**src/rtl/pload_shreg.sv**
```systemverilog
module pload_shreg #(
  parameter int W = 8
) (
  input  logic         clk,
  input  logic         rst,
  input  logic         ck_a,
  input  logic         ck_b,
  input  logic         ld_n,
  input  logic         ser_in,
  input  logic [W-1:0] par_in,
  output logic         q_last,
  output logic         q_last_n,
  output logic [W-1:0] stages
);
  localparam int SW = W + 4;
  localparam logic [SW-1:0] SYNC_RST = SW'(4);

  logic [SW-1:0] s1, s2;
  logic          ca_s, cb_s, ld_s, ser_s;
  logic [W-1:0]  par_s;
  logic          gclk, gclk_d, shift_ev;
  logic [W-1:0]  st;

  always_ff @(posedge clk) begin
    if (rst) begin
      s1 <= SYNC_RST;
      s2 <= SYNC_RST;
    end else begin
      s1 <= {par_in, ser_in, ld_n, ck_b, ck_a};
      s2 <= s1;
    end
  end

  assign ca_s  = s2[0];
  assign cb_s  = s2[1];
  assign ld_s  = s2[2];
  assign ser_s = s2[3];
  assign par_s = s2[SW-1:4];

  assign gclk     = ca_s | cb_s;
  assign shift_ev = ld_s & gclk & ~gclk_d;

  always_ff @(posedge clk) begin
    if (rst) gclk_d <= 1'b0;
    else     gclk_d <= gclk;
  end

  always_ff @(posedge clk) begin
    if (rst)           st <= '0;
    else if (!ld_s)    st <= par_s;
    else if (shift_ev) st <= {st[W-2:0], ser_s};
  end

  assign stages   = st;
  assign q_last   = st[W-1];
  assign q_last_n = ~st[W-1];
endmodule


```
**config.mk**
```make
export PLATFORM = sky130hd
export DESIGN_NAME = pload_shreg
export DESIGN_NICKNAME = d
export VERILOG_FILES = /design/src/rtl/pload_shreg.sv
export SDC_FILE = /design/constraint.sdc
export NUM_CORES = 1
export LEC_CHECK = 0
export BUFFER_PORTS_ARGS = -buffer_cell sky130_fd_sc_hd__buf_2
export CAP_MARGIN = 10
export CORE_ASPECT_RATIO = 1.25
export CORE_MARGIN = 1
export CORE_UTILIZATION = 54
export CTS_BUF_LIST = sky130_fd_sc_hd__clkbuf_2
export DETAILED_ROUTE_END_ITERATION = 8
export PLACE_DENSITY = 0.78
export RECOVER_POWER = 50
export SLEW_MARGIN = 20
export SYNTH_ARGS = -nofsm -noshare
export SYNTH_HDL_FRONTEND = slang
export SYNTH_SLANG_ARGS = --single-unit
```
**constraint.sdc**
```tcl
create_clock -name clk -period 1.2 [get_ports clk]
set_input_delay 0.06 -clock clk [delete_from_list [all_inputs] [get_ports clk]]
set_output_delay 0.06 -clock clk [all_outputs]
set_load 0.02 [all_outputs]
```
==> qor.yml <==
power_and_ir_drop:
  finalPower_mw: 1.82
  p_leak_nw: 0.565
  swShare: 0.245
  powerDensity_mw_per_mm2: 1370
  pwr-share-seq: 0.646
  ir_worst_vdd_v: 0.00100
  clkPwrFrac: 0.255
  p_int_mw: 1.38
  switchingPower_mw: 0.447
  pwr-share-comb: 0.099
synth:
  synth_cell_types: 15
  synth-main-ff-cell: "dfxtp_1"
  synth_nets: 115
  mappedNetlistArea_mm2: 0.00105
  synth-edff-count: 0
  yosysWarnings: 0
  ys_ff_latch: 33
  async_flop_share: 0
  yosysSeqAreaShare: 0.631
  ys_top_cells_by_count: "dfxtp_1 (33), nor2b_1 (22), nand2_1 (16)"
  synth_top_area_cell: "dfxtp_1"
  synth_cells: 101
  synth_top_area_share: 0.631
  syn_avg_cell_area_um2: 10.4
  synthTopCellsByArea: "dfxtp_1 (63%), nor2b_1 (13%), a311oi_1 (6.7%)"
  synth.most_common_cell: "dfxtp_1"
floorplan:
  die_h_um: 51.2
  dieArea_mm2: 0.00212
  rows: 17
  die_width_um: 41.4
  core_area_mm2: 0.00179
  top_level_ports: 24
  initial_utilization: 0.586
cts:
  path_clk_slew_ns: 0.16
  numCtsBuffers: 5
  cts_root_buffer: "clkbuf_2"
  clockBufferDepth: 2
  cts.sinks: 33
  htreeDepth: 2
  cts_tree: "done"
  clock_latency_ns: 0.35
hold_path:
  holdCritStartpoint: "rst"
  hold_class: "input pin to flop"
  holdPathEnd: "gclk_d"
  hold_path_depth: 2
cells_and_area:
  final_area_mm2: 0.00133
  layout-drive-gt1-share: 0.252
  fill_cells: 142
  final_cells: 158
  syn2layout_area_growth_pct: 26.9
  fin_nets: 152
  num_antenna_cells: 0
  final_util: 0.744
placed_design:
  post-place-ws_ns: 0.132
  place_area_mm2: 0.00116
  dp.final_hpwl_um: 975
  gp_congestion: 0.598
  placed_cells: 138
  io_buffers: 23
sta:
  finalSetupViolCount: 0
  slew_headroom: 0.651
  worst_slack_ns: 0.121
  hold_viol_final: 0
  min_period_ns: 1.08
  max_freq_mhz: 927
  grt_setup_unrepaired: "false"
  tightest_slew_ns: 0.523
  finalClockSkew_ns: 0.0133
  timing.hold.ws_ns: 0.155
  fin_crit_sh: 0.899
  timing.final.max_slew_violations: 0
  tns_ns: 0
critical_path:
  worstPathArrival_ns: 1.34
  endpoint_kind: "flop"
  crit_type: "flop to flop"
  ff2ff_setup_slack_ns: 0.12
  path_max_fanout: 8
  crit_chain: "o21ba_4, nand2_1, a311oi_1"
  crit_start: "s2[1]"
  cp.buffers_inverters: 0
  required_ns: 1.47
  r2r_end: "stages[1]"
  crit_slowest_cell: "dfxtp_1"
  cpPeakStageDelay_ns: 0.45
  rr_worst_depth: 3
  worstSetupStartpointType: "flop"
  r2r_start: "s2[1]"
  cpLargestDelayFamily: "compound AO/OA/AOI/OAI gates"
routing:
  first_pass_iters: 4
  ant_nets: 0
  vias: 769
  vias_per_cell: 4.87
  drt_iter0_drc: 7
  post-route-drc-count: 0
  drt-wirelength-per-cell_um: 10.1
  wl_um: 1600
global_routing:
  antenna_found_initial: 0
  grt_pass1_wl_um: 2500
  grt_pass1_vias: 657
  grt_max_degree: 34
  grtUsageTotal: 0.187
  gr-total-overflow: 0
job:
  maxCapViolations: 0
outcome:
  status: "finished clean"
per-layer routing:
layer | vias to the layer above | track usage | routed length, um
li1 | 397 | - | -
met1 | 340 | 0.181 | 677
met2 | 28 | 0.292 | 790
met3 | 4 | 0.0652 | 82
met4 | 0 | 0.161 | 45
met5 | - | 0 | 0
logic make-up after synthesis:
group	count (synthesis)	share of synthesized area
AND/OR/NAND/NOR	50	0.237
flip-flops	33	0.631
AO/OA/AOI/OAI	10	0.0872
buffers and inverters	8	0.0454
flip-flops by register name, indices dropped and copies added (netlist names):
name,flops
s2,12
gclk_d,1
s1,12
stages,8
cell type report:
class | count | area [um^2] | area share
tap | 19 | 23.8 | 0.0179
sequential | 33 | 661 | 0.497
clock buffer | 5 | 25.0 | 0.0188
inverter | 1 | 3.75 | 0.00282
clock inverter | 3 | 12.5 | 0.00942
timing repair buffer | 37 | 250 | 0.188
multi-input combinational | 60 | 353 | 0.266
power groups by stage:
| stage | sequential (mW) | clock (mW) | combinational [mW] |
|---|---|---|---|
| 2_1_floorplan | 1.21 | 0 | 0.0898 |
| 3_3_place_gp | 1.20 | 0 | 0.141 |
| 3_5_place_dp | 1.20 | 0 | 0.146 |
| 4_1_cts | 1.18 | 0.477 | 0.176 |
| 5_1_grt | 1.19 | 0.519 | 0.201 |
| 6_report | 1.18 | 0.466 | 0.180 |
how the worst max path moves through the flow:
stage / end / slack [ns] / cells after the start
2_1_floorplan: stages[1] / 0.23 / 4
3_3_place_gp: stages[4] / 0.18 / 3
3_5_place_dp: stages[0] / 0.13 / 3
4_1_cts: stages[0] / 0.09 / 3
5_1_grt: stages[4] / 0.04 / 3
6_report: stages[1] / 0.12 / 3
cells in the final DEF (no fill, tap or decap), types with 5 or more instances in the layout:
master / instances
dfxtp_1: 33
buf_2: 23
nor2b_1: 22
nand2_1: 16
dlygate4sd3_1: 12
nor2_1: 10
a311oi_1: 8
clkbuf_2: 5
repair_timing:
action,4_1_cts,5_1_grt
hold endpoints to repair,12,0
hold buffers,12,0
endpoints found under the setup margin,0,2
gates resized for setup,0,2
setup buffers,0,0
No activity file was read; power rests on OpenSTA's default activity.
